--- src/rtl/montPkg.sv ---
package montPkg;

  // Strobes issued by the sequencing logic to the datapath.
  typedef struct packed {
    logic csLoad;   // capture carry-save output of the array
    logic resLoad;  // capture resolved and reduced result
  } montStrobes_t;

  // Guard bits above the operand width for the running sum.
  localparam int GUARD_BITS = 2;

endpackage

--- src/rtl/montCell.sv ---
// Basic array cell: two stacked full adders.
// Layer one adds x_k*y_j into the sum/carry pair,
// layer two adds q*n_j together with the layer-one carry from the bit below.
module montCell (
  input  logic sIn,
  input  logic cIn,
  input  logic xyBit,
  input  logic qBit,
  input  logic nBit,
  input  logic c1Lower,
  output logic c1Out,
  output logic s2Out,
  output logic c2Out
);
  logic s1;
  logic qn;

  assign s1    = sIn ^ cIn ^ xyBit;
  assign c1Out = (sIn & cIn) | (sIn & xyBit) | (cIn & xyBit);
  assign qn    = qBit & nBit;
  assign s2Out = s1 ^ c1Lower ^ qn;
  assign c2Out = (s1 & c1Lower) | (s1 & qn) | (c1Lower & qn);
endmodule

--- src/rtl/montQCell.sv ---
// Least significant cell of a row. It carries the additional XOR gate that
// forms the quotient bit, and it broadcasts that bit to the rest of the row.
module montQCell (
  input  logic sIn,
  input  logic cIn,
  input  logic xyBit,
  input  logic nBit,
  output logic qOut,
  output logic c1Out,
  output logic s2Out,
  output logic c2Out
);
  logic s1;
  logic qn;

  // Quotient: parity of the running sum's low bit plus x_k*y0.
  assign qOut  = (sIn ^ cIn) ^ xyBit;
  assign s1    = sIn ^ cIn ^ xyBit;
  assign c1Out = (sIn & cIn) | (sIn & xyBit) | (cIn & xyBit);
  assign qn    = qOut & nBit;
  // No layer-one carry arrives from below bit 0.
  assign s2Out = s1 ^ qn;
  assign c2Out = s1 & qn;
endmodule

--- src/rtl/montDatapath.sv ---
module montDatapath
  import montPkg::*;
#(
  parameter int OPW = 9
) (
  input  logic               clk,
  input  logic               rstN,
  input  montStrobes_t       strb,
  input  logic [OPW-1:0]     opX,
  input  logic [OPW-1:0]     opY,
  input  logic [OPW-1:0]     modN,
  output logic [OPW-1:0]     result
);
  localparam int W = OPW + GUARD_BITS;

  logic [W-1:0] yExt;
  logic [W-1:0] nExt;
  logic [W-1:0] rowS [OPW+1];
  logic [W-1:0] rowC [OPW+1];

  assign yExt    = {{GUARD_BITS{1'b0}}, opY};
  assign nExt    = {{GUARD_BITS{1'b0}}, modN};
  assign rowS[0] = '0;
  assign rowC[0] = '0;

  // One row per multiplier bit; the running sum stays in carry-save form.
  for (genvar k = 0; k < OPW; k++) begin : gRow
    logic [W-1:0] c1;
    logic [W-1:0] s2;
    logic [W-1:0] c2;
    logic         q;
    logic         unusedLsb;

    for (genvar j = 0; j < W; j++) begin : gCol
      if (j == 0) begin : gQ
        montQCell uQ (
          .sIn   (rowS[k][0]),
          .cIn   (rowC[k][0]),
          .xyBit (opX[k] & yExt[0]),
          .nBit  (nExt[0]),
          .qOut  (q),
          .c1Out (c1[0]),
          .s2Out (s2[0]),
          .c2Out (c2[0])
        );
      end else begin : gB
        montCell uB (
          .sIn     (rowS[k][j]),
          .cIn     (rowC[k][j]),
          .xyBit   (opX[k] & yExt[j]),
          .qBit    (q),
          .nBit    (nExt[j]),
          .c1Lower (c1[j-1]),
          .c1Out   (c1[j]),
          .s2Out   (s2[j]),
          .c2Out   (c2[j])
        );
      end
    end

    // Halving: the total is even, so bit 0 of the sum vector is always zero.
    // The top sum bit takes the carry out of the highest layer-one adder.
    assign unusedLsb  = s2[0];
    assign rowS[k+1]  = {c1[W-1], s2[W-1:1]};
    assign rowC[k+1]  = c2;
  end

  // Stage one: carry-save pair and the modulus that belongs to it.
  logic [W-1:0]   csS;
  logic [W-1:0]   csC;
  logic [OPW-1:0] modHeld;
  logic [OPW-1:0] resReg;

  // Parallel-prefix carry-lookahead resolution of the pair.
  logic [W-1:0] gen;
  logic [W-1:0] prop;
  logic [W-1:0] halfSum;
  logic [W-1:0] sumV;

  always_comb begin
    halfSum = csS ^ csC;
    gen     = csS & csC;
    prop    = halfSum;
    for (int d = 1; d < W; d = d * 2) begin
      gen  = gen | (prop & (gen << d));
      prop = prop & (prop << d);
    end
    sumV = halfSum ^ {gen[W-2:0], 1'b0};
  end

  // Final conditional subtraction: the sum is below 2N, so one pass suffices.
  logic [W-1:0]   modWide;
  logic [W-1:0]   redV;
  logic           atLeastN;
  logic [OPW-1:0] reduced;
  logic [2*GUARD_BITS-1:0] unusedHigh;

  assign modWide    = {{GUARD_BITS{1'b0}}, modHeld};
  assign atLeastN   = (sumV >= modWide);
  assign redV       = sumV - modWide;
  assign reduced    = atLeastN ? redV[OPW-1:0] : sumV[OPW-1:0];
  assign unusedHigh = {redV[W-1:OPW], sumV[W-1:OPW]};

  always_ff @(posedge clk or negedge rstN) begin
    if (!rstN) begin
      csS     <= '0;
      csC     <= '0;
      modHeld <= '0;
      resReg  <= '0;
    end else begin
      if (strb.csLoad) begin
        csS     <= rowS[OPW];
        csC     <= rowC[OPW];
        modHeld <= modN;
      end
      if (strb.resLoad) begin
        resReg <= reduced;
      end
    end
  end

  assign result = resReg;
endmodule

--- src/rtl/montControl.sv ---
module montControl
  import montPkg::*;
(
  input  logic         clk,
  input  logic         rstN,
  input  logic         inValid,
  output montStrobes_t strb,
  output logic         outValid
);
  logic stage1Valid;
  logic stage2Valid;

  always_ff @(posedge clk or negedge rstN) begin
    if (!rstN) begin
      stage1Valid <= 1'b0;
      stage2Valid <= 1'b0;
    end else begin
      stage1Valid <= inValid;
      stage2Valid <= stage1Valid;
    end
  end

  assign strb.csLoad  = inValid;
  assign strb.resLoad = stage1Valid;
  assign outValid     = stage2Valid;
endmodule

--- src/rtl/montMulTop.sv ---
module montMulTop
  import montPkg::*;
#(
  parameter int OPW = 9
) (
  input  logic           clk,
  input  logic           rstN,
  input  logic           inValid,
  input  logic [OPW-1:0] opX,
  input  logic [OPW-1:0] opY,
  input  logic [OPW-1:0] modN,
  output logic           outValid,
  output logic [OPW-1:0] result
);
  montStrobes_t strb;

  montControl uCtrl (
    .clk      (clk),
    .rstN     (rstN),
    .inValid  (inValid),
    .strb     (strb),
    .outValid (outValid)
  );

  montDatapath #(.OPW(OPW)) uData (
    .clk    (clk),
    .rstN   (rstN),
    .strb   (strb),
    .opX    (opX),
    .opY    (opY),
    .modN   (modN),
    .result (result)
  );
endmodule

--- config.mk ---
export PLATFORM = sky130hd
export DESIGN_NAME = montMulTop
export DESIGN_NICKNAME = d
export VERILOG_FILES = /design/src/rtl/montPkg.sv /design/src/rtl/montCell.sv /design/src/rtl/montQCell.sv /design/src/rtl/montDatapath.sv /design/src/rtl/montControl.sv /design/src/rtl/montMulTop.sv
export SDC_FILE = /design/constraint.sdc
export NUM_CORES = 1
export LEC_CHECK = 0
export ABC_AREA = 0
export BUFFER_PORTS_ARGS = -buffer_cell sky130_fd_sc_hd__buf_2
export CORE_ASPECT_RATIO = 0.5
export CORE_MARGIN = 1
export CORE_UTILIZATION = 70
export CTS_CLUSTER_SIZE = 30
export DETAILED_ROUTE_END_ITERATION = 12
export PLACE_DENSITY = 0.89
export SLEW_MARGIN = 5
export SYNTH_ARGS = -nofsm -noshare
export SYNTH_HDL_FRONTEND = slang
export SYNTH_HIERARCHICAL = 1
export SYNTH_SLANG_ARGS = --single-unit
--- constraint.sdc ---
create_clock -name clk -period 6.9 [get_ports clk]
set_clock_uncertainty 0.1 [all_clocks]
set_input_delay 1.38 -clock clk [delete_from_list [all_inputs] [get_ports clk]]
set_output_delay 1.38 -clock clk [all_outputs]
set_load 0.02 [all_outputs]
# Yosys cells after proc, flatten, opt, wreduce, memory -nomap -nowiden
# Index checks and enable logic that the tools add are counted.
totals:
  reg_bits: 38
  input_bits: 30
  output_inout_bits: 10
  word_cells: 1157
op_classes:
  add_sub_neg: 1
  magnitude_cmp: 1
  n_mux: 1
  bitwise_logic: 1148
op_table:
  columns: ["operator", "count"]
  rows:
  - ["1-bit AND", 585]
  - ["1-bit bitwise XOR", 279]
  - ["1-bit bitwise OR", 270]
  - ["10-bit AND", 5]
  - ["10-bit bitwise OR", 3]
  - ["9-bit by 10-bit AND with 10-bit output", 2]
  - ["11-bit by 9-bit greater-or-equal comparator with 1-bit output", 1]
  - ["9-bit by 11-bit bitwise XOR with 11-bit output", 1]
  - ["9-bit by 10-bit bitwise OR with 10-bit output", 1]
  - ["9-bit AND", 1]
  - ["9-bit two-way mux", 1]
  - ["9-bit subtractor", 1]
  - ["9-bit bitwise XOR", 1]

# Depth between registers and ports, before layout
# Gate-level depths: netlist of run 1.
depth:
  ltp_word: 51
  mapped_depth: 39
  depth_no_buf: 39

# By module
# The synthesis of run 1 kept the hierarchy.
by_module_without_submodules:
  columns: ["module", "n_inst", "cells_per_inst", "area_per_inst_um2", "seq_area_each_um2"]
  rows:
  - ["montCell", 90, 8, 65.1, 0.0]
  - ["montDatapath", 1, 322, 2975.4, 1001.0]
  - ["montQCell", 9, 3, 36.3, 0.0]
  - ["montControl", 1, 4, 65.1, 50.0]

# Worst setup path after synthesis of run 1
# Ideal clock, no wire load.
synth_timing:
  path_kind: "input -> register"
  startpoint: "input opX[0]"
  endpoint: "register uData.csS[0]"
  arrival_time_ns: 13.081
  setup_slack_ns: -6.406
  cell_stages: 29
  cell_sequence: "and2_1 fa_1 and2_1 fa_1 fa_1 and2_1 fa_1 fa_1 and2_1 fa_1 fa_1 and2_1 fa_1 fa_1 and2_1 fa_1 fa_1 and2_1 fa_1 fa_1 and2_1 fa_1 fa_1 and2_1 fa_1 fa_1 and2_1 fa_1 mux2_2"
synth_via:
  elab_cells_between_ends: 564
  cone_classes: "bitwise (564)"
synth_lines:
  columns: ["element", "line", "rtl"]
  rows:
  - ["start: declaration", "montMulTop.sv:9", "input logic [OPW-1:0] opX,"]
  - ["1-bit AND", "montDatapath.sv:39", ".xyBit (opX[k] & yExt[0]),"]
  - ["via uData.gRow[0].q", "montDatapath.sv:31", "logic q;"]
  - ["1-bit AND", "montCell.sv:20", "assign qn = qBit & nBit;"]
  - ["1-bit bitwise XOR", "montCell.sv:21", "assign s2Out = s1 ^ c1Lower ^ qn;"]
  - ["via uData.gRow[0].s2[1]", "montDatapath.sv:29", "logic [W-1:0] s2;"]
  - ["1-bit bitwise XOR (2 in series)", "montQCell.sv:17", "assign qOut = (sIn ^ cIn) ^ xyBit;"]
  - ["via uData.gRow[1].q", "montDatapath.sv:31", null]
  - ["1-bit AND", "montCell.sv:20", null]
  - ["(+1 left out)", null, null]
  - ["via uData.gRow[1].s2[1]", "montDatapath.sv:29", null]
  - ["(+2 left out)", null, null]
  - ["via uData.gRow[2].q", "montDatapath.sv:31", null]
  - ["(+2 left out)", null, null]
  - ["via uData.gRow[2].s2[1]", "montDatapath.sv:29", null]
  - ["(+2 left out)", null, null]
  - ["via uData.gRow[3].q", "montDatapath.sv:31", null]
  - ["(+2 left out)", null, null]
  - ["via uData.gRow[3].s2[1]", "montDatapath.sv:29", null]
  - ["(+2 left out)", null, null]
  - ["via uData.gRow[4].q", "montDatapath.sv:31", null]
  - ["(+2 left out)", null, null]
  - ["via uData.gRow[4].s2[1]", "montDatapath.sv:29", null]
  - ["(+2 left out)", null, null]
  - ["via uData.gRow[5].q", "montDatapath.sv:31", null]
  - ["(+2 left out)", null, null]
  - ["via uData.gRow[5].s2[1]", "montDatapath.sv:29", null]
  - ["(+2 left out)", null, null]
  - ["via uData.gRow[6].q", "montDatapath.sv:31", null]
  - ["(+2 left out)", null, null]
  - ["via uData.gRow[6].s2[1]", "montDatapath.sv:29", null]
  - ["(+2 left out)", null, null]
  - ["via uData.gRow[7].q", "montDatapath.sv:31", null]
  - ["1-bit AND", "montCell.sv:20", null]
  - ["1-bit bitwise XOR", "montCell.sv:21", null]
  - ["via uData.gRow[7].s2[1]", "montDatapath.sv:29", null]
  - ["1-bit bitwise XOR (2 in series)", "montQCell.sv:17", null]
  - ["via uData.gRow[8].q", "montDatapath.sv:31", null]
  - ["1-bit AND", "montCell.sv:20", null]
  - ["1-bit bitwise XOR", "montCell.sv:21", null]
  - ["via uData.gRow[8].s2[1]", "montDatapath.sv:29", null]
  - ["end signal: assignment", "montDatapath.sv:112", "csS <= rowS[OPW];"]
  - ["end: declaration", "montDatapath.sv:69", "logic [W-1:0] csS;"]
# The timed path passes the listed nets, and every way through them passes these cells.
# A chain may end at the register's enable or synchronous reset.

# Worst setup path in the final report of run 1
layout_timing:
  startpoint: "input opX[0]"
  endpoint: "register uData.csS[4]"
# Same word-level chain as after synthesis.

==> insert_results.sql, run 1 <==
INSERT INTO impl_metrics (metric_group, metric, value, unit) VALUES
('outcome', 'status', 'complete, but fails checks', ''),
('outcome', 'violated_checks', 'negative setup slack', ''),
('floorplan', 'overall_die_width', '163.6', 'microns'),
('final_layout', 'nets', '1434', ''),
('min_path', 'hold_path_startpoint', 'uData/csC[7]$_DFFE_PN0P_', ''),
('detailed_routing', 'number_of_drc_markers_in_iteration_0', '228', ''),
('grt', 'first_pass_grt_wire_length', '30.73', 'mm'),
('detailed_routing', 'postRouteAntennaNets', '0', ''),
('critical_path', 'timing.critical_path.fanout_max', '6', ''),
('detailed_routing', 'routed_via_density', '4.717', ''),
('detailed_routing', 'per_cell_routed_wire_length', '12.63', 'microns'),
('floorplan', 'dieArea', '0.01355', 'sq mm'),
('grt', 'grt_use_total', '28.18', '%'),
('cts', 'cts-root-to-sink-buffers', '2', ''),
('min_path', 'worstHoldPathType', 'reg -> reg', ''),
('floorplan', 'std_cell_rows', '29', ''),
('timing', 'hold_violations', '0', ''),
('cts', 'clockRootBuffer', 'clkbuf_16', ''),
('critical_path', 'worstSetupPathType', 'in -> reg', ''),
('timing', 'max_freq', '0.07994', 'GHz'),
('detailed_routing', 'detailedRoute.firstPassIterationCount', '5', ''),
('detailed_routing', 'final_wl', '17.25', 'mm'),
('floorplan', 'floorplan.io_pins', '40', ''),
('placement', 'dpl_worst_slack', '-6.025', 'ns'),
('grt', 'grt_pass1_vias', '7140', ''),
('timing', 'final_min_period_over_clock_period', '181.3', '%'),
('critical_path', 'path_delay_family', 'adder cells', ''),
('floorplan', 'initial_utilization', '72.00', '%'),
('final_layout', 'layout-drive-gt1-share', '13.81', '%'),
('critical_path', 'timing.critical_path.slowest_stage_cell', 'fa_2', ''),
('placement', 'dpl.hpwl', '14.49', 'mm'),
('final_layout', 'layout.cells.non_filler', '1365', ''),
('placement', 'placed_cells_incl_taps', '1352', ''),
('grt', 'grt_overflow', '0', ''),
('cts', 'hold_buffers', '0', ''),
('timing', 'slew_headroom', '38.61', '%'),
('cts', 'level_count_of_the_clock_h_tree', '2', ''),
('synthesis', 'ys_warn_count', '6', ''),
('final_layout', 'layout_area_overhead', '13.01', '%'),
('critical_path', 'r2r_cells', '16', ''),
('min_path', 'worst_hold_path.endpoint', 'uData/csC[7]$_DFFE_PN0P_', ''),
('floorplan', 'die_h', '82.82', 'microns'),
('timing', 'tightest_slew', '0.9209', 'ns'),
('grt', 'grt_max_degree', '43', ''),
('grt', 'grt_antenna_before_repair', '0', ''),
('cts', 'cts_tree', 'done', ''),
('timing', 'timing.final.crit_period', '12.51', 'ns'),
('timing', 'timing.hold.ws', '0.4166', 'ns'),
('cts', 'cts.clk_slew.worst_paths', '0.06', 'ns'),
('critical_path', 'timing.reg2reg.setup_slack', '3.16', 'ns'),
('placement', 'buffer_ports.inserted', '39', ''),
('cts', 'clock-sinks', '42', ''),
('critical_path', 'rr_endpoint', 'uData/result[1]$_DFFE_PN0P_', ''),
('critical_path', 'arrival', '12.58', 'ns'),
('timing', 'setup_viol', '18', ''),
('critical_path', 'timing.rr.start', 'uData/csS[0]$_DFFE_PN0P_', ''),
('placement', 'place_congestion', '0.8903', ''),
('synthesis', 'syn-cell-area', '0.009144', 'sq mm'),
('detailed_routing', 'vias', '6439', ''),
('critical_path', 'critical-path-max-stage-delay', '0.64', 'ns'),
('critical_path', 'category_of_the_worst_setup_path_launch_point', 'primary input', ''),
('cts', 'worstSkewPairLatency', '0.29', 'ns'),
('timing', 'finalMaxSlewViolations', '0', ''),
('timing', 'unrepaired_setup_endpoints_after_global_routing', 'true', ''),
('critical_path', 'critical_path_buf_inv_count', '2', ''),
('floorplan', 'core_box_area', '0.01270', 'sq mm'),
('critical_path', 'end_kind', 'register', ''),
('final_layout', 'fin_util', '81.37', '%'),
('critical_path', 'worst_ep_required_time', '6.97', 'ns'),
('cts', 'cts_inserted_buffers', '5', ''),
('detailed_routing', 'drc_errors', '0', ''),
('final_layout', 'antennaDiodeCount', '0', ''),
('run', 'max_cap_violations', '0', ''),
('timing', 'timing.final.ws_setup', '-5.609', 'ns'),
('synthesis', 'synthesis.instances', '1064', ''),
('synthesis', 'avgSynthCellArea', '8.594', 'sq um'),
('min_path', 'hold-path-cell-count', '1', '');
## layer usage
layer | track usage (%) | routed length, microns | vias to the layer above
met5 | 0 | 0 | -
met4 | 6.313 | 245 | 0
met3 | 1.698 | 466 | 27
met2 | 53.31 | 9241 | 103
met1 | 35.52 | 7291 | 3228
li1 | - | - | 3081
## worst max path at each step
stage,cells after the start,endpoint,startpoint
floorplan,29,uData/csS[0]$_DFFE_PN0P_,opX[0]
global placement,36,uData/csS[6]$_DFFE_PN0P_,opX[0]
detailed placement,38,uData/csS[3]$_DFFE_PN0P_,opX[0]
CTS,31,uData/csS[6]$_DFFE_PN0P_,opX[0]
global route,34,uData/csS[1]$_DFFE_PN0P_,opX[0]
finish,31,uData/csS[4]$_DFFE_PN0P_,opX[0]
## through the flow
stage	cell area [sq um]	setup TNS, ns
finish	10330	-98.78
global route	10330	-103.22
CTS	10310	-98.35
detailed placement	10000	-106.64
global placement	10000	-100.30
floorplan	9409	-101.05
## state kept, by name (all words and copies together), names as in the netlist
name               cells
uCtrl/stage1Valid      1
uData/result           9
uCtrl/outValid         1
uData/modHeld          9
uData/csS             11
uData/csC             11
## cell usage in the layout, fill, tap and decap left out, types with 2 or more instances in the layout
cell and count:
xor2_1 4, o311ai_1 2, fa_1 174, and2_1 149, and2_2 8, dfrtp_1 42, o21ai_1 2, mux2_2 10
nand3_1 7, inv_1 463, and2_4 24, buf_2 38, buf_4 28, nand4_1 4, xnor2_1 10, mux2_4 11
fa_2 17, buf_6 7, ha_1 19, nor2b_1 4, nor2_1 14, a31oi_1 8, a21oi_1 12, o21ai_0 19
nor3_1 3, inv_2 4, clkbuf_16 5, o21a_1 3, a21o_1 4, nand2_1 16, nand2b_1 2, conb_1 58
## layout make-up
class,count,area (sq um)
fillers,758,2366
clock buffers,6,128.9
well taps,170,212.7
inverters,467,1753
multi-input cells,604,6656
repair buffers,74,494.2
clock inverters,2,37.54
flip-flops and latches,42,1051
## what timing repair did
action / 4_1_cts / 5_1_grt
setup endpoints to repair: 18 / 18
pin swaps: 19 / 2
setup buffers: 4 / 1
resized for setup: 40 / 8
Power of run 1 is not shown: default switching activity piles up to over one toggle a cycle in this logic, so the estimate is an artifact.
==> run 2: changes to the inputs <==
Settings changed: CORE_MARGIN 1 to 2.
==> insert_results.sql, run 2 (synthesis results as in run 1) <==
INSERT INTO impl_metrics (metric_group, metric, value, unit) VALUES
('final_layout', 'mostFrequentLayoutCells', '464 x inv_1, 175 x fa_1, 147 x and2_1', ''),
('critical_path', 'timing.rr.start', 'uData/csS[0]$_DFFE_PN0P_', ''),
('detailed_routing', 'detailedRoute.firstPassIterationCount', '4', ''),
('outcome', 'violated_checks', 'negative setup slack', ''),
('critical_path', 'timing.critical_path.from', 'opY[0]', ''),
('final_layout', 'layout_area_overhead', '13.10', '%'),
('critical_path', 'cp-endpoint', 'uData/csS[4]$_DFFE_PN0P_', ''),
('timing', 'tightest_slew', '0.9238', 'ns'),
('cts', 'worstSkewPairLatency', '0.28', 'ns'),
('critical_path', 'r2r_cells', '16', ''),
('final_layout', 'number_of_fill_cells', '763', ''),
('grt', 'first_pass_grt_wire_length', '29.99', 'mm'),
('timing', 'max_freq', '0.08037', 'GHz'),
('floorplan', 'die_h', '84.82', 'microns'),
('cts', 'cts_inserted_buffers', '5', ''),
('critical_path', 'timing.critical_path.slowest_stage_cell', 'fa_2', ''),
('timing', 'hold_violations', '0', ''),
('detailed_routing', 'final_wl', '16.29', 'mm'),
('detailed_routing', 'number_of_drc_markers_in_iteration_0', '260', ''),
('critical_path', 'rr_endpoint', 'uData/result[1]$_DFFE_PN0P_', ''),
('placement', 'dpl.hpwl', '14.26', 'mm'),
('detailed_routing', 'routed_via_density', '4.622', ''),
('cts', 'cts.clk_slew.worst_paths', '0.06', 'ns'),
('placement', 'buffer_ports.inserted', '39', ''),
('grt', 'grt_pass1_vias', '6947', ''),
('final_layout', 'layout-drive-gt1-share', '14.04', '%'),
('grt', 'grt_overflow', '0', ''),
('cts', 'clockRootBuffer', 'clkbuf_16', ''),
('timing', 'timing.final.crit_period', '12.44', 'ns'),
('floorplan', 'floorplan.io_pins', '40', ''),
('timing', 'finalMaxSlewViolations', '0', ''),
('placement', 'dpl_worst_slack', '-6.006', 'ns'),
('cts', 'hold_buffers', '0', ''),
('critical_path', 'path_delay_family', 'adder cells', ''),
('timing', 'unrepaired_setup_endpoints_after_global_routing', 'true', ''),
('critical_path', 'timing.critical_path.fanout_max', '6', ''),
('cts', 'level_count_of_the_clock_h_tree', '2', ''),
('timing', 'setup_viol', '18', ''),
('cts', 'cts-root-to-sink-buffers', '2', ''),
('floorplan', 'overall_die_width', '165.6', 'microns'),
('timing', 'final_min_period_over_clock_period', '180.3', '%'),
('critical_path', 'category_of_the_worst_setup_path_launch_point', 'primary input', ''),
('detailed_routing', 'per_cell_routed_wire_length', '11.92', 'microns'),
('detailed_routing', 'postRouteAntennaNets', '0', ''),
('outcome', 'status', 'complete, but fails checks', ''),
('run', 'max_cap_violations', '0', ''),
('critical_path', 'end_kind', 'register', ''),
('critical_path', 'arrival', '12.50', 'ns'),
('critical_path', 'worstSetupPathType', 'in -> reg', ''),
('critical_path', 'worst_ep_required_time', '6.96', 'ns'),
('final_layout', 'nets', '1437', ''),
('cts', 'clock-sinks', '42', ''),
('grt', 'grt_antenna_before_repair', '0', ''),
('critical_path', 'critical_path_buf_inv_count', '2', ''),
('final_layout', 'antennaDiodeCount', '0', ''),
('critical_path', 'timing.reg2reg.setup_slack', '3.21', 'ns'),
('detailed_routing', 'drc_errors', '0', ''),
('critical_path', 'cp_num_cells', '31', ''),
('final_layout', 'mostFrequentLayoutCell', 'inv_1', ''),
('final_layout', 'reg_top3', 'uData/csC: 11 flops, uData/csS: 11 flops', ''),
('critical_path', 'critical-path-max-stage-delay', '0.61', 'ns'),
('grt', 'grt_max_degree', '43', ''),
('detailed_routing', 'vias', '6318', ''),
('floorplan', 'initial_utilization', '72.00', '%'),
('floorplan', 'std_cell_rows', '29', ''),
('cts', 'cts_tree', 'done', ''),
('min_path', 'worstHoldPathType', 'reg -> reg', ''),
('floorplan', 'core_box_area', '0.01270', 'sq mm'),
('timing', 'slew_headroom', '38.42', '%'),
('floorplan', 'dieArea', '0.01405', 'sq mm'),
('grt', 'grt_use_total', '25.62', '%'),
('placement', 'place_congestion', '0.8808', ''),
('timing', 'timing.final.ws_setup', '-5.542', 'ns');
[run 2: cell types whose count changed in the layout (fill, tap and decap cells not counted), moves of 2 or more]
cell and change:
buf_4 +3, mux2_2 +8, mux2_4 -8, and2_1 -2
[run 2: routing by layer]
| layer | share of wire (%) | routed length, microns | track usage (%) | vias up |
|---|---|---|---|---|
| li1 | - | - | - | 3085 |
| met2 | 52 | 8497 | 49.45 | 103 |
| met3 | 1.9 | 308 | 1.772 | 22 |
| met5 | 0 | 0 | 0 | - |
| met4 | 1.3 | 205 | 4.980 | 0 |
| met1 | 45 | 7280 | 32.59 | 3108 |
[run 2: worst min-delay path by stage]
stage	from	depth (start not counted)	end
6_report	uData/result[0]$_DFFE_PN0P_	2	uData/result[0]$_DFFE_PN0P_
5_1_grt	uData/result[2]$_DFFE_PN0P_	2	uData/result[2]$_DFFE_PN0P_
4_1_cts	uData/result[0]$_DFFE_PN0P_	2	uData/result[0]$_DFFE_PN0P_
3_5_place_dp	uData/result[0]$_DFFE_PN0P_	2	uData/result[0]$_DFFE_PN0P_
3_3_place_gp	uData/result[2]$_DFFE_PN0P_	2	uData/result[2]$_DFFE_PN0P_
2_1_floorplan	uCtrl/stage1Valid$_DFF_PN0_	0	uCtrl/outValid$_DFF_PN0_
[run 2: worst reg2reg max path, stage by stage, from the launching register on]
cell and delay (ns):
dfrtp_1 0.36, ha_1 0.17, inv_1 0.05, fa_1 0.44, nor2b_4 0.15, o2111ai_2 0.14
nand2_1 0.10, nor2_1 0.05, xnor2_1 0.24, ha_1 0.33, a21o_1 0.17, a21o_1 0.17
a21oi_1 0.15, o21a_1 0.16, and3_1 0.38, a21oi_1 0.13, a311o_1 0.28
[run 2: final cells by class]
| type | instances | area [sq um] | share of cell area [%] |
|---|---|---|---|
| Clock inverter | 1 | 30.03 | 0.2904 |
| Sequential cell | 42 | 1051 | 10.16 |
| Tap cell | 170 | 212.7 | 2.057 |
| Multi-Input combinational cell | 604 | 6628 | 64.09 |
| Inverter | 467 | 1753 | 16.95 |
| Clock buffer | 6 | 138.9 | 1.343 |
| Timing Repair Buffer | 77 | 528.0 | 5.106 |
[run 2: what timing repair did]
action,4_1_cts,5_1_grt
setup buffers,6,2
endpoints found under the setup margin,18,18
resized for setup,28,9
pin swaps,33,8
[run 2: per-stage QoR]
step,hold WS (ns),cells,area (sq um),utilization (%),setup TNS (ns)
2_1_floorplan,0.2548,1121,9409,-,-101.05
3_3_place_gp,0.3691,1352,10000,78.78,-100.05
3_5_place_dp,0.3898,1352,10000,78.78,-105.82
4_1_cts,0.4041,1365,10310,81.19,-96.49
5_1_grt,0.4415,1367,10340,81.43,-101.90
6_report,0.4008,1367,10340,81.43,-97.08
Power of run 2 is left out for the same reason.
==> run 3: changes to the inputs <==
Settings changed: CTS_BUF_LIST set to sky130_fd_sc_hd__clkbuf_4, MAX_ROUTING_LAYER set to met4.
==> insert_results.sql, run 3 (synthesis results as in run 1) <==
INSERT INTO impl_metrics (metric_group, metric, value, unit) VALUES
('detailed_routing', 'drc_errors', '0', ''),
('final_layout', 'reg_top3', 'uData/csC: 11 flops, uData/csS: 11 flops', ''),
('run', 'max_cap_violations', '0', ''),
('critical_path', 'timing.critical_path.fanout_max', '6', ''),
('cts', 'level_count_of_the_clock_h_tree', '2', ''),
('critical_path', 'end_kind', 'register', ''),
('critical_path', 'rr_endpoint', 'uData/result[1]$_DFFE_PN0P_', ''),
('floorplan', 'std_cell_rows', '29', ''),
('cts', 'worstSkewPairLatency', '0.35', 'ns'),
('final_layout', 'fin_util', '80.75', '%'),
('timing', 'unrepaired_setup_endpoints_after_global_routing', 'true', ''),
('placement', 'buffer_ports.inserted', '39', ''),
('cts', 'cts.clk_slew.worst_paths', '0.12', 'ns'),
('timing', 'setup_viol', '18', ''),
('detailed_routing', 'final_wl', '16.54', 'mm'),
('grt', 'first_pass_grt_wire_length', '29.95', 'mm'),
('grt', 'grt_antenna_before_repair', '0', ''),
('floorplan', 'overall_die_width', '165.6', 'microns'),
('critical_path', 'worstSetupPathType', 'in -> reg', ''),
('placement', 'dpl.hpwl', '14.26', 'mm'),
('detailed_routing', 'postRouteAntennaNets', '0', ''),
('critical_path', 'critical-path-max-stage-delay', '0.59', 'ns'),
('timing', 'final_min_period_over_clock_period', '178.5', '%'),
('cts', 'clock-sinks', '42', ''),
('final_layout', 'layout_area_overhead', '12.15', '%'),
('outcome', 'violated_checks', 'negative setup slack', ''),
('floorplan', 'floorplan.io_pins', '40', ''),
('cts', 'cts_tree', 'done', ''),
('timing', 'timing.hold.ws', '0.4144', 'ns'),
('min_path', 'worstHoldPathType', 'reg -> reg', ''),
('timing', 'tightest_slew', '0.9182', 'ns'),
('grt', 'grt_pass1_vias', '6954', ''),
('detailed_routing', 'vias', '6310', ''),
('final_layout', 'mostFrequentLayoutCell', 'inv_1', ''),
('floorplan', 'die_h', '84.82', 'microns'),
('floorplan', 'dieArea', '0.01405', 'sq mm'),
('timing', 'hold_violations', '0', ''),
('timing', 'slew_headroom', '38.78', '%'),
('floorplan', 'core_box_area', '0.01270', 'sq mm'),
('final_layout', 'layout-drive-gt1-share', '13.77', '%'),
('min_path', 'worst_hold_path.endpoint', 'uData/result[0]$_DFFE_PN0P_', ''),
('timing', 'max_freq', '0.08120', 'GHz'),
('final_layout', 'nets', '1438', ''),
('critical_path', 'worst_ep_required_time', '7.05', 'ns'),
('timing', 'finalMaxSlewViolations', '0', ''),
('timing', 'timing.setup.tns', '-95.27', 'ns'),
('critical_path', 'timing.critical_path.slowest_stage_cell', 'fa_2', ''),
('cts', 'cts-root-to-sink-buffers', '2', ''),
('critical_path', 'timing.reg2reg.setup_slack', '3.21', 'ns'),
('outcome', 'status', 'complete, but fails checks', ''),
('critical_path', 'arrival', '12.46', 'ns'),
('min_path', 'hold-path-cell-count', '2', ''),
('cts', 'clockRootBuffer', 'clkbuf_4', ''),
('detailed_routing', 'detailedRoute.firstPassIterationCount', '4', ''),
('final_layout', 'mostFrequentLayoutCells', '465 x inv_1, 175 x fa_1, 149 x and2_1', ''),
('placement', 'place_congestion', '0.8954', ''),
('timing', 'timing.final.ws_setup', '-5.415', 'ns'),
('grt', 'grt_use_total', '26.49', '%'),
('grt', 'grt_overflow', '0', ''),
('grt', 'grt_max_degree', '43', ''),
('final_layout', 'antennaDiodeCount', '0', ''),
('cts', 'cts_inserted_buffers', '5', ''),
('detailed_routing', 'number_of_drc_markers_in_iteration_0', '230', ''),
('critical_path', 'category_of_the_worst_setup_path_launch_point', 'primary input', ''),
('detailed_routing', 'per_cell_routed_wire_length', '12.09', 'microns'),
('floorplan', 'initial_utilization', '72.00', '%'),
('critical_path', 'timing.rr.start', 'uData/csS[0]$_DFFE_PN0P_', ''),
('critical_path', 'r2r_cells', '16', ''),
('detailed_routing', 'routed_via_density', '4.613', ''),
('min_path', 'hold_path_startpoint', 'uData/result[0]$_DFFE_PN0P_', ''),
('timing', 'timing.final.crit_period', '12.31', 'ns');
[run 3: how the worst max path moves through the flow]
stage          startpoint                  endpoint  slack (ns)  cells after the start
3_5_place_dp       opX[0]  uData/csS[4]$_DFFE_PN0P_       -6.01                     33
4_1_cts            opY[0]  uData/csS[4]$_DFFE_PN0P_       -5.40                     31
5_1_grt            opY[0]  uData/csS[3]$_DFFE_PN0P_       -5.70                     31
2_1_floorplan      opX[0]  uData/csS[0]$_DFFE_PN0P_       -5.73                     29
3_3_place_gp       opX[0]  uData/csS[2]$_DFFE_PN0P_       -5.64                     36
6_report           opY[0]  uData/csS[3]$_DFFE_PN0P_       -5.41                     31
[run 3: what timing repair did]
| item | 4_1_cts | 5_1_grt |
|---|---|---|
| resized for setup | 26 | 15 |
| pin swaps | 34 | 1 |
| hold buffers | 0 | 0 |
| setup buffers | 6 | 2 |
| endpoints found under the setup margin | 18 | 18 |
| gates cloned | 1 | 0 |
[run 3: layout make-up]
class                   instances  area [sq um]
clock buffers                   5         37.54
clock inverters                 2         33.78
fillers                       762          2445
inverters                     467          1753
multi-input cells             604          6643
flip-flops and latches         42          1051
well taps                     170         212.7
repair buffers                 78         524.3
[run 3: metal layers]
layer  vias up  global-route usage (%)  part of all wire [%]
met2        99                   49.45                    53
met3        22                   2.192                   2.2
li1       3082                       -                     -
met1      3107                   32.40                    44
met5         -                       -                     0
met4         0                   4.980                   1.1
[run 3: through the flow]
step           setup slack [ns]  area (sq um)  cells
2_1_floorplan            -5.731          9409   1121
3_3_place_gp             -5.644         10000   1352
3_5_place_dp             -6.006         10000   1352
4_1_cts                  -5.395         10200   1366
5_1_grt                  -5.701         10250   1368
6_report                 -5.415         10250   1368
[run 3: critical path, delay by kind of cell]
| kind | cells | cell delay, ns |
|---|---|---|
| fa+ha+maj | 18 | 9.07 |
| simple gates | 10 | 1.51 |
| mux | 1 | 0.28 |
| buf+inv | 2 | 0.21 |
Power of run 3 is left out for the same reason.
